[src/rtl/fracRatePkg.sv]
package fracRatePkg;

  // Strobes from control to datapath
  typedef struct packed {
    logic clear;  // zero all state this edge
    logic carry;  // subtract modulus and advance the count this edge
  } accCtrl_t;

endpackage

[src/rtl/frcControl.sv]
module frcControl
  import fracRatePkg::*;
#(
  parameter int STEP_W  = 10,
  parameter int SUM_W   = 11,
  parameter int MOD_MAX = 512,
  parameter bit FIXED_POW2_MOD = 1'b0
) (
  input  logic              rst,
  input  logic [SUM_W-1:0]  sumIn,
  input  logic [STEP_W-1:0] modIn,
  output logic [STEP_W-1:0] modEff,
  output accCtrl_t          ctrl
);

  logic carryRaw;

  generate
    if (FIXED_POW2_MOD) begin : g_fixedMod
      // Modulus is a power of two: the carry is the weight-MOD_MAX bit of the sum
      localparam int CARRY_BIT = $clog2(MOD_MAX);
      assign carryRaw = sumIn[CARRY_BIT];
      assign modEff   = STEP_W'(MOD_MAX);
    end else begin : g_compareMod
      // Arbitrary modulus: magnitude compare of the sum against y
      assign carryRaw = (sumIn >= {{(SUM_W-STEP_W){1'b0}}, modIn});
      assign modEff   = modIn;
    end
  endgenerate

  always_comb begin
    ctrl.clear = rst;
    ctrl.carry = carryRaw && !rst;
  end

endmodule

[src/rtl/frcDatapath.sv]
module frcDatapath
  import fracRatePkg::*;
#(
  parameter int COUNT_W = 8,
  parameter int STEP_W  = 10,
  parameter int SUM_W   = 11
) (
  input  logic               clk,
  input  accCtrl_t           ctrl,
  input  logic [STEP_W-1:0]  stepIn,
  input  logic [STEP_W-1:0]  modEff,
  output logic [SUM_W-1:0]   sumOut,
  output logic [COUNT_W-1:0] countOut,
  output logic               incStrobe
);

  logic [STEP_W-1:0] phaseAcc;
  logic [SUM_W-1:0]  wrapped;

  always_comb begin
    sumOut  = {1'b0, phaseAcc} + {1'b0, stepIn};
    wrapped = sumOut - {1'b0, modEff};
  end

  always_ff @(posedge clk) begin
    if (ctrl.clear) begin
      phaseAcc  <= '0;
      countOut  <= '0;
      incStrobe <= 1'b0;
    end else begin
      incStrobe <= ctrl.carry;
      if (ctrl.carry) begin
        phaseAcc <= wrapped[STEP_W-1:0];
        countOut <= countOut + 1'b1;
      end else begin
        phaseAcc <= sumOut[STEP_W-1:0];
      end
    end
  end

endmodule

[src/rtl/fracRateCounter.sv]
module fracRateCounter
  import fracRatePkg::*;
#(
  parameter int COUNT_W = 8,
  parameter int MOD_MAX = 512,
  parameter bit FIXED_POW2_MOD = 1'b0,
  localparam int STEP_W = $clog2(MOD_MAX + 1)
) (
  input  logic               clk,
  input  logic               rst,
  input  logic [STEP_W-1:0]  stepIn,
  input  logic [STEP_W-1:0]  modIn,
  output logic [COUNT_W-1:0] countOut,
  output logic               incStrobe
);

  localparam int SUM_W = STEP_W + 1;

  accCtrl_t          ctrl;
  logic [SUM_W-1:0]  sumVal;
  logic [STEP_W-1:0] modEff;

  frcControl #(
    .STEP_W(STEP_W), .SUM_W(SUM_W), .MOD_MAX(MOD_MAX), .FIXED_POW2_MOD(FIXED_POW2_MOD)
  ) i_control (
    .rst(rst), .sumIn(sumVal), .modIn(modIn), .modEff(modEff), .ctrl(ctrl)
  );

  frcDatapath #(
    .COUNT_W(COUNT_W), .STEP_W(STEP_W), .SUM_W(SUM_W)
  ) i_datapath (
    .clk(clk), .ctrl(ctrl), .stepIn(stepIn), .modEff(modEff),
    .sumOut(sumVal), .countOut(countOut), .incStrobe(incStrobe)
  );

endmodule

[config.mk]
export PLATFORM = sky130hd
export DESIGN_NAME = fracRateCounter
export DESIGN_NICKNAME = d
export VERILOG_FILES = /design/src/rtl/fracRatePkg.sv /design/src/rtl/frcControl.sv /design/src/rtl/frcDatapath.sv /design/src/rtl/fracRateCounter.sv
export SDC_FILE = /design/constraint.sdc
export NUM_CORES = 1
export LEC_CHECK = 0
export BUFFER_PORTS_ARGS = -buffer_cell sky130_fd_sc_hd__buf_2
export CORE_MARGIN = 1.5
export CORE_UTILIZATION = 30
export CTS_CLUSTER_SIZE = 8
export DETAILED_ROUTE_END_ITERATION = 12
export HOLD_SLACK_MARGIN = 0.12
export PLACE_DENSITY = 0.6
export SYNTH_ARGS = -nofsm -noshare
export SYNTH_HDL_FRONTEND = slang
export SYNTH_HIERARCHICAL = 1
export SYNTH_SLANG_ARGS = --single-unit
[constraint.sdc]
create_clock -name clk -period 4.1 [get_ports clk]
set_input_delay 0.82 -clock clk [delete_from_list [all_inputs] [get_ports clk]]
set_output_delay 0.82 -clock clk [all_outputs]
set_load 0.02 [all_outputs]
==> results.yml, run 1 <==
synthesis:
  synth-async-reset-ratio: 0
  post_synth_instance_area_um2: 1850
  synth.yosys.seq_area_share: 0.206
  netlist.top_cell.by_area: "dfxtp_1"
  synth.most_common_cell: "ha_1"
  netlist.area_leader.share: 0.206
  synthesis.nets: 284
  syn_area_per_cell_um2: 8.05
  count_of_flip_flops_with_a_built_in_enable_after_synthesis: 0
  post_synth_num_cell_types: 42
  yosys_warnings: 6
  yosys_most_used_dff: "dfxtp_1"
  yosys-top-cells-area: "dfxtp_1, ha_1, inv_1"
  synth-seq-cells: 19
  synth_cells: 230
  yosys-top-cells-count: "ha_1, inv_1, nor2_1, dfxtp_1, a21oi_1"
global_routing:
  grt_antenna_before_repair: 0
  grt_usage: 0.125
  grt_remaining_overflow: 0
  grt_start_max_net_pins: 19
  global_route_wire_length_before_repair_mm: 6.46
  number_of_global_route_vias_before_repair: 1404
hold_path:
  min_from: "i_datapath/countOut[7]$_SDFFE_PP0P_"
  worst_hold_path_type: "reg -> reg"
cells_and_area:
  fin_util: 0.346
  syn_to_final_growth_pct: 11.4
  drive_above_1_share: 0.152
  antennaDiodeCount: 0
  nNetsFinal: 305
  fillers: 647
  post-route-cell-area_um2: 2060
clocking:
  cts_buffer_depth: 2
  post_cts_buffers: 0
  cts.htree.levels: 1
  clkSlewWorstSetupHoldPaths_ns: 0.07
  clock_latency_ns: 0.25
  ctsHoldBuffers: 0
  clk_root_buffer_cell: "clkbuf_8"
  clock-sinks: 19
  num_cts_buffers: 3
  cts_repair_resize_count: 0
  tritoncts: "built"
power_and_ir_drop:
  power.leakage_nw: 1.01
  power_per_unit_of_standard_cell_area_nw_per_um2: 769
  worst_ir_drop_vdd_uv: 237
placement:
  port_buffers: 30
  place_congestion: 0.773
  dpl_cell_area_um2: 2020
  dpl_worst_slack_ns: 0.0876
  hpwlAfterDp_mm: 3.13
worst_setup_path:
  timing.critical_path.cells: "buf_2 -> ha_1 -> inv_1 -> fa_1 -> nor2b_1 -> o21ai_0 -> a21oi_1 -> o41ai_2 -> xnor2_1 -> ha_1 -> nand3b_1 -> o31ai_2 -> nand4_1 -> or3_1 -> a21oi_1"
  critical_path_peak_fanout: 5
  critical_path_class: "in -> reg"
  regToRegStartpoint: "i_datapath/phaseAcc[0]$_SDFF_PP0_"
  logic_depth_of_the_worst_register_to_register_path: 14
  regToRegEndpoint: "i_datapath/countOut[7]$_SDFFE_PP0P_"
  crit_end: "i_datapath/countOut[7]$_SDFFE_PP0P_"
  cpMaxStageDelayCell: "o31ai_2"
  worst_setup_path_end_kind: "flop"
  critical-path-max-stage-delay_ns: 0.41
  crit_path_start_kind: "input port"
  critical_path_required_ns: 4.29
  critical_path.startpoint: "stepIn[0]"
  timing.reg2reg.setup_slack_ns: 0.71
  worst-path-stages: 15
  cp_num_buf_inv: 2
  worst_ep_arrival_time_ns: 3.90
  cell_family_contributing_the_most_delay_on_the_critical_path: "compound AO/OA/AOI/OAI gates"
job:
  drv.max_cap_violation_count: 0
drt:
  drt-pass1-iter-count: 4
  drt_drc_violations_left: 0
  wire_length_reported_by_the_detailed_router_mm: 3.67
  route.detailed.wl_per_inst_um: 11.3
  drtAntennaViolNets: 0
  number_of_vias_per_cell_after_detailed_routing: 4.68
  vias: 1520
  detailedRoute.firstIterationViolations: 70
sta:
  report.final.setup_viol: 0
  final_critical_path_setup_slack_ns: 0.384
  unrepaired_setup_endpoints_after_global_routing: "false"
  final_min_period_over_clock_period: 0.906
  hold_viol_final: 0
  min_period_ns: 3.72
  worst_slew_margin_rel: 0.659
  max_slew.worst_pin.slew_ns: 0.498
  final-max-slew-violation-count: 0
  final_worst_clock_skew_ns: 0.00225
  setup-tns-final_ns: 0
  whs_ns: 0.499
  max_clock_freq_mhz: 269
die:
  dieHeight_um: 81.5
  core_um2: 5960
  die_area_um2: 6650
  ios: 31
  rows: 28
  die_w_um: 81.5
  starting_density_of_the_core: 0.311
run_status:
  status: "completed"
registers in the layout, summed over array words and instances, names as in the netlist:
name and cells:
i_datapath/countOut 8, i_datapath/phaseAcc 10, i_datapath/incStrobe 1
power breakdown:
part	total, W	switching [W]	internal [W]
combinational	0.00120	0.000649	0.000548
clock	0.000129	0.0000602	0.0000691
sequential	0.000260	0.0000210	0.000239
worst min-delay path by stage:
stage / end / slack (ns) / cells past startpoint
2_1_floorplan: i_datapath/countOut[7]$_SDFFE_PP0P_ / 0.56 / 2
3_3_place_gp: i_datapath/countOut[7]$_SDFFE_PP0P_ / 0.49 / 2
3_5_place_dp: i_datapath/countOut[7]$_SDFFE_PP0P_ / 0.49 / 2
4_1_cts: i_datapath/countOut[7]$_SDFFE_PP0P_ / 0.50 / 2
5_1_grt: i_datapath/countOut[7]$_SDFFE_PP0P_ / 0.52 / 2
6_report: i_datapath/countOut[7]$_SDFFE_PP0P_ / 0.50 / 2
worst register-to-register path: stages (launching register included):
cell and delay [ns]:
dfxtp_1 0.32, ha_1 0.20, inv_1 0.07, fa_1 0.40, nor2b_1 0.12, o21ai_0 0.10
a21oi_1 0.25, o41ai_2 0.11, xnor2_1 0.18, ha_1 0.30, nand3b_1 0.11, o31ai_2 0.41
nand4_1 0.25, or3_1 0.39, a21oi_1 0.13
layer usage:
| metal | global-route usage | wire (um) |
|---|---|---|
| met3 | 0.0267 | 197 |
| met5 | 0 | 0 |
| met4 | 0.0259 | 23 |
| met2 | 0.198 | 1630 |
| met1 | 0.173 | 1820 |
cell type report:
cell class | instances | area [um^2] | area share
well taps | 75 | 93.8 | 0.0455
inverters | 29 | 109 | 0.0528
flip-flops and latches | 19 | 380 | 0.184
multi-input cells | 167 | 1260 | 0.613
repair buffers | 31 | 170 | 0.0825
clock buffers | 4 | 45.0 | 0.0218
metrics by stage:
step	cells	power, W
after floorplan	230	0.00122
after global placement	321	0.00146
after detailed placement	321	0.00146
after CTS	325	0.00160
after global routing	325	0.00179
final	325	0.00159
cell usage in the layout (no fill, tap or decap), types with 2 or more instances in the layout:
cell type  Yosys  final
nand2b_1       3      3
ha_1          30     30
dfxtp_1       19     19
nor2_1        22     22
o21ai_0       11     11
o21a_1         4      4
nand4_1        3      3
nand3_1        3      3
clkbuf_8       0      3
or3_1          3      3
a211oi_1       3      3
o211ai_1       2      2
buf_2          0     30
a21o_1         2      2
mux2i_1        3      3
xor2_1         7      7
nor2b_1        4      4
a21oi_1       16     16
o31a_1         2      2
inv_1         28     28
nand3b_1       4      4
a22o_1         2      2
fa_1           2      2
xnor2_1       12     12
nand2_1       13     13
cell families after synthesis:
group,count (synthesis),synth area share
AND/OR/NAND/NOR,59,0.155
AO/OA/AOI/OAI,54,0.197
XOR/XNOR,19,0.0899
multiplexers,3,0.0162
buffers and inverters,44,0.112
adder cells (fa/ha/maj),32,0.224
flip-flops,19,0.206
No activity file was read; power rests on OpenSTA's default activity.
==> run 2: changes to the inputs <==
--- a/config.mk
+++ b/config.mk
@@ -11,8 +11,7 @@
 export CTS_CLUSTER_SIZE = 8
 export DETAILED_ROUTE_END_ITERATION = 12
 export HOLD_SLACK_MARGIN = 0.12
-export PLACE_DENSITY = 0.6
+export PLACE_DENSITY = 0.61
 export SYNTH_ARGS = -nofsm -noshare
 export SYNTH_HDL_FRONTEND = slang
-export SYNTH_HIERARCHICAL = 1
 export SYNTH_SLANG_ARGS = --single-unit
==> run 2 against run 1 <==
  * Sequential power increased by 3%
  * Critical path depth grew 3
  * Worst hold slack worse by 0.017 ns
  * Register-to-register slack got worse by 0.11 ns
  * Die area shrank 12%
  * Clock skew is essentially flat
  * Area after synthesis is 12% lower
==> results.yml, run 2 <==
worst_setup_path:
  worst_ep_arrival_time_ns: 4.06
  crit_path_start_kind: "input port"
  timing.reg2reg.setup_slack_ns: 0.60
  critical_path_required_ns: 4.29
  critical_path_class: "in -> reg"
  critical_path_peak_fanout: 16
  worst_setup_path_end_kind: "flop"
sta:
  report.final.setup_viol: 0
  final_critical_path_setup_slack_ns: 0.230
  worst_slew_margin_rel: 0.742
  unrepaired_setup_endpoints_after_global_routing: "false"
  final_worst_clock_skew_ns: 0.00236
  hold_viol_final: 0
  min_period_ns: 3.87
  whs_ns: 0.482
  max_slew.worst_pin.slew_ns: 0.388
  final_min_period_over_clock_period: 0.944
  final-max-slew-violation-count: 0
  max_clock_freq_mhz: 258
power_and_ir_drop:
  power_per_unit_of_standard_cell_area_nw_per_um2: 905
  power.leakage_nw: 0.932
  seq_power_share: 0.148
  swShare: 0.453
  p_int_w: 0.000983
  fin_total_pwr_w: 0.00180
  clockPowerShare: 0.073
  worst_ir_drop_vdd_uv: 342
  comb_power_share: 0.779
  total_switching_power_w: 0.000815
global_routing:
  grt_remaining_overflow: 0
  grt_usage: 0.129
  grt_util_met3: 0.0251
  number_of_global_route_vias_before_repair: 1376
  grt_start_max_net_pins: 20
  busiest_layer: "met2"
  global_route_wire_length_before_repair_mm: 6.08
  grt_util_met1: 0.161
  grt_antenna_before_repair: 0
  grt_use_met2: 0.215
die:
  die_w_um: 76.6
  starting_density_of_the_core: 0.314
  rows: 26
  core_um2: 5170
  dieHeight_um: 76.6
  ios: 31
  die_area_um2: 5860
cells_and_area:
  largest_register_ffs: 10
  final_cells: 304
  largest_register: "i_datapath.phaseAcc"
  final_cell_mix: "buf_2, nor2_1, ha_1"
  commonest_non_fill_non_tap_cell_in_the_layout: "buf_2"
  syn_to_final_growth_pct: 22.3
  fin_util: 0.384
  antennaDiodeCount: 0
  nNetsFinal: 280
  largestRegisters: "i_datapath.phaseAcc: 10 flops, i_datapath.countOut: 8 flops, i_datapath.incStrobe: 1 flops"
  drive_above_1_share: 0.235
drt:
  route.detailed.wl_per_inst_um: 11.9
  drtAntennaViolNets: 0
  drt-pass1-iter-count: 4
  vias: 1471
  drt_drc_violations_left: 0
  number_of_vias_per_cell_after_detailed_routing: 4.84
  wire_length_reported_by_the_detailed_router_mm: 3.61
  detailedRoute.firstIterationViolations: 53
clocking:
  clock-sinks: 19
  cts.htree.levels: 1
  clkSlewWorstSetupHoldPaths_ns: 0.07
  cts_buffer_depth: 2
  clk_root_buffer_cell: "clkbuf_8"
  clock_latency_ns: 0.25
  tritoncts: "built"
  ctsHoldBuffers: 0
  num_cts_buffers: 3
synthesis:
  synth_cells: 192
  yosys-top-cells-area: "dfxtp_1, ha_1, nor2_1"
  yosys_most_used_dff: "dfxtp_1"
  syn_area_per_cell_um2: 8.46
  netlist.area_leader.share: 0.234
  yosys-top-cells-count: "nor2_1, ha_1, dfxtp_1, inv_1, a21oi_1"
  synth.most_common_cell: "nor2_1"
  synth-seq-cells: 19
  post_synth_instance_area_um2: 1620
  post_synth_num_cell_types: 43
  netlist.top_cell.by_area: "dfxtp_1"
  synth.yosys.seq_area_share: 0.234
  yosys_warnings: 0
  synthesis.nets: 237
  count_of_flip_flops_with_a_built_in_enable_after_synthesis: 0
  synth-async-reset-ratio: 0
hold_path:
  worst_hold_path_type: "reg -> reg"
placement:
  hpwlAfterDp_mm: 2.93
  place_congestion: 0.814
  dpl.cell_count: 298
  dpl_worst_slack_ns: -0.0944
  port_buffers: 30
job:
  drv.max_cap_violation_count: 0
run_status:
  status: "completed"
-- run 2: cell types whose count changed after synthesis, sizes merged, moves of 4 or more --
cell	delta
nor2	+6
xor2	-4
ha	-9
mux2i	+5
nand3b	-4
inv	-11
nand2	-7
buf	-9
-- run 2: critical path, stage by stage --
cell	delay (ns)
buf_2	0.10
ha_1	0.29
a211oi_1	0.21
nor2_1	0.10
o21a_1	0.19
buf_4	0.14
o211a_1	0.22
nor2_1	0.14
xnor2_1	0.09
ha_1	0.31
nand4_1	0.12
o31ai_2	0.29
a21oi_1	0.08
nand2_2	0.11
a21oi_4	0.04
buf_12	0.15
or4_1	0.49
a21oi_1	0.15
-- run 2: per-stage QoR --
step                setup TNS [ns]  cell area, um^2
finish                           0             1990
global route                     0             1990
detailed placement          -0.263             1920
floorplan                        0             1620
global placement           -0.0890             1920
CTS                              0             1970
-- run 2: kinds of logic after synthesis --
| group | Yosys count | share of synthesized area |
|---|---|---|
| AO/OA/AOI/OAI | 50 | 0.219 |
| XOR/XNOR | 14 | 0.0755 |
| adder cells (fa/ha/maj) | 23 | 0.186 |
| buffers and inverters | 22 | 0.0655 |
| flip-flops | 19 | 0.234 |
| multiplexers | 8 | 0.0493 |
| AND/OR/NAND/NOR | 56 | 0.170 |
-- run 2: routing by layer --
metal  vias up  share of wire
li1        766              -
met2        46           0.47
met3        12          0.044
met5         -              0
met4         0          0.025
met1       647           0.46
-- run 2: final timing paths --
| kind | from | endpoint | depth (start not counted) |
|---|---|---|---|
| setup / recovery | stepIn[1] | i_datapath.countOut[7]$_SDFFE_PP0P_ | 18 |
| hold / removal | i_datapath.countOut[7]$_SDFFE_PP0P_ | i_datapath.countOut[7]$_SDFFE_PP0P_ | 2 |
| setup reg to reg | i_datapath.phaseAcc[1]$_SDFF_PP0_ | i_datapath.countOut[7]$_SDFFE_PP0P_ | 17 |
| hold reg to reg | i_datapath.countOut[7]$_SDFFE_PP0P_ | i_datapath.countOut[7]$_SDFFE_PP0P_ | 2 |
-- run 2: what timing repair did --
| item | in CTS | in global routing |
|---|---|---|
| setup endpoints to repair | 0 | 3 |
| buffers inserted | 0 | 2 |
| gates resized for setup | 0 | 2 |
-- run 2: power by group through the flow --
stage,sequential [W],combinational (W),clock [W]
after floorplan,0.000280,0.00103,0
after global placement,0.000271,0.00136,0
after detailed placement,0.000272,0.00137,0
after CTS,0.000267,0.00137,0.000140
after global routing,0.000274,0.00156,0.000144
final,0.000267,0.00140,0.000131
-- run 2: cell type report --
type                            count  area [um^2]
Sequential cell                    19          380
Inverter                           18         67.6
Multi-Input combinational cell    151         1140
Fill cell                         541         3190
Clock buffer                        4         45.0
Tap cell                           70         87.6
Timing Repair Buffer               42          265
==> run 3: changes to the inputs <==
--- a/config.mk
+++ b/config.mk
@@ -8,6 +8,7 @@
 export BUFFER_PORTS_ARGS = -buffer_cell sky130_fd_sc_hd__buf_2
 export CORE_MARGIN = 1.5
 export CORE_UTILIZATION = 30
+export CTS_BUF_LIST = sky130_fd_sc_hd__clkbuf_4
 export CTS_CLUSTER_SIZE = 8
 export DETAILED_ROUTE_END_ITERATION = 12
 export HOLD_SLACK_MARGIN = 0.12
==> run 3 against run 2 <==
  * Power decreased by 1.6%
  * Register-to-register slack worse by 0.04 ns
  * Clock skew increased by 0.010 ns
  * Global-route usage barely moved
  * Sequential power hardly changed
  * Clock power decreased by 20%
  * Die area stayed put
  * Setup slack improved by 0.022 ns
  * Combinational power about the same
  * Final area fell by 0.76%
  * Clock-buffer cell count unchanged
  * Worst hold slack better by 0.0048 ns
==> results.yml, run 3 (synthesis results as in run 2) <==
run_status:
  status: "completed"
die:
  core_um2: 5170
  die_w_um: 76.6
  rows: 26
  starting_density_of_the_core: 0.314
  dieHeight_um: 76.6
  ios: 31
  die_area_um2: 5860
sta:
  final_min_period_over_clock_period: 0.939
  report.final.setup_viol: 0
  final-max-slew-violation-count: 0
  min_period_ns: 3.85
  final_worst_clock_skew_ns: 0.0125
  hold_viol_final: 0
  max_clock_freq_mhz: 260
  worst_slew_margin_rel: 0.745
  final_critical_path_setup_slack_ns: 0.251
  max_slew.worst_pin.slew_ns: 0.383
  unrepaired_setup_endpoints_after_global_routing: "false"
clocking:
  num_cts_buffers: 3
  clkSlewWorstSetupHoldPaths_ns: 0.10
  ctsHoldBuffers: 0
  tritoncts: "built"
  clock-sinks: 19
  clock_latency_ns: 0.30
  cts_buffer_depth: 2
  cts.htree.levels: 1
  clk_root_buffer_cell: "clkbuf_4"
worst_setup_path:
  critical_path.startpoint: "stepIn[0]"
  critical_path_peak_fanout: 16
  worst_setup_path_end_kind: "flop"
  critical-path-max-stage-delay_ns: 0.49
  timing.critical_path.cells: "buf_2 -> ha_1 -> inv_1 -> fa_2 -> nor2b_4 -> o31a_1 -> o21a_1 -> nor2_1 -> xnor2_1 -> ha_1 -> nand4_2 -> o31ai_2 -> a21oi_1 -> nand2_2 -> a21oi_4 -> buf_12 -> or4_1 -> a21oi_1"
  cpMaxStageDelayCell: "or4_1"
  worst_ep_arrival_time_ns: 4.08
  cell_family_contributing_the_most_delay_on_the_critical_path: "compound AO/OA/AOI/OAI gates"
  cp_num_buf_inv: 3
  critical_path_required_ns: 4.33
  critical_path_class: "in -> reg"
  regToRegStartpoint: "i_datapath.phaseAcc[0]$_SDFF_PP0_"
  crit_path_start_kind: "input port"
power_and_ir_drop:
  power.leakage_nw: 0.927
  power_per_unit_of_standard_cell_area_nw_per_um2: 898
  fin_total_pwr_w: 0.00177
  worst_ir_drop_vdd_uv: 341
hold_path:
  worst_hold_path_type: "reg -> reg"
  min_from: "i_datapath.countOut[7]$_SDFFE_PP0P_"
global_routing:
  grt_start_max_net_pins: 20
  global_route_wire_length_before_repair_mm: 6.12
  grt_remaining_overflow: 0
  grt_antenna_before_repair: 0
  number_of_global_route_vias_before_repair: 1375
  grt_usage: 0.130
cells_and_area:
  largest_register_ffs: 10
  final_cells: 304
  final_cell_mix: "buf_2, nor2_1, ha_1"
  fin_util: 0.381
  syn_to_final_growth_pct: 21.3
  antennaDiodeCount: 0
  nNetsFinal: 280
  largest_register: "i_datapath.phaseAcc"
  drive_above_1_share: 0.239
  largestRegisters: "i_datapath.phaseAcc: 10 flops, i_datapath.countOut: 8 flops, i_datapath.incStrobe: 1 flops"
  commonest_non_fill_non_tap_cell_in_the_layout: "buf_2"
placement:
  place_congestion: 0.814
  port_buffers: 30
  hpwlAfterDp_mm: 2.93
  dpl_worst_slack_ns: -0.0944
  dpl.cell_count: 298
drt:
  vias: 1443
  detailedRoute.firstIterationViolations: 37
  route.detailed.wl_per_inst_um: 11.9
  wire_length_reported_by_the_detailed_router_mm: 3.62
  drt_drc_violations_left: 0
  number_of_vias_per_cell_after_detailed_routing: 4.75
  drtAntennaViolNets: 0
  drt-pass1-iter-count: 4
job:
  drv.max_cap_violation_count: 0
## run 3: changes by cell type in the layout (fill, tap and decap cells not counted)
cell      delta
clkbuf_4     +4
o21ai_1      -1
clkbuf_8     -3
o21ai_0      +1
clkbuf_1     -1
## run 3: per-layer routing
metal / vias up / GRT usage / wire (um)
met5: - / 0 / 0
met4: 0 / 0.0574 / 75
met3: 8 / 0.0228 / 129
met2: 29 / 0.215 / 1690
met1: 639 / 0.164 / 1720
li1: 767 / - / -
## run 3: cell type report
cell class | count | area [um^2]
Multi-Input combinational cell | 151 | 1140
Clock buffer | 4 | 30.0
Timing Repair Buffer | 42 | 265
Tap cell | 70 | 87.6
Fill cell | 544 | 3200
Sequential cell | 19 | 380
Inverter | 18 | 67.6
## run 3: worst reg2reg max path, delay by kind of cell (launching register included)
kind,cells,cell delay [ns]
flip-flops,1,0.33
AND/OR/NAND/NOR,5,0.92
AO/OA/AOI/OAI,6,0.92
adder cells (fa/ha/maj),3,0.93
buffers and inverters,2,0.22
XOR/XNOR,1,0.15
## run 3: path summary, 6_finish.rpt
check                                         to  cells after the start  slack (ns)
max          i_datapath.countOut[7]$_SDFFE_PP0P_                     18        0.25
min          i_datapath.countOut[7]$_SDFFE_PP0P_                      2        0.49
max reg2reg  i_datapath.countOut[7]$_SDFFE_PP0P_                     17        0.56
min reg2reg  i_datapath.countOut[7]$_SDFFE_PP0P_                      2        0.49
## run 3: what timing repair did
item,in CTS,in global routing
setup buffers,0,2
setup endpoints to repair,0,2
resized for setup,0,1
## run 3: stage by stage
| step | cell area (um^2) | hold slack [ns] | TNS, ns |
|---|---|---|---|
| 2_1_floorplan | 1620 | 0.551 | 0 |
| 3_3_place_gp | 1920 | 0.459 | -0.0890 |
| 3_5_place_dp | 1920 | 0.474 | -0.263 |
| 4_1_cts | 1950 | 0.490 | 0 |
| 5_1_grt | 1970 | 0.510 | 0 |
| 6_report | 1970 | 0.487 | 0 |
## run 3: power breakdown
part	internal, W	switching, W
logic	0.000671	0.000727
registers	0.000242	0.0000243
clock network	0.0000445	0.0000606
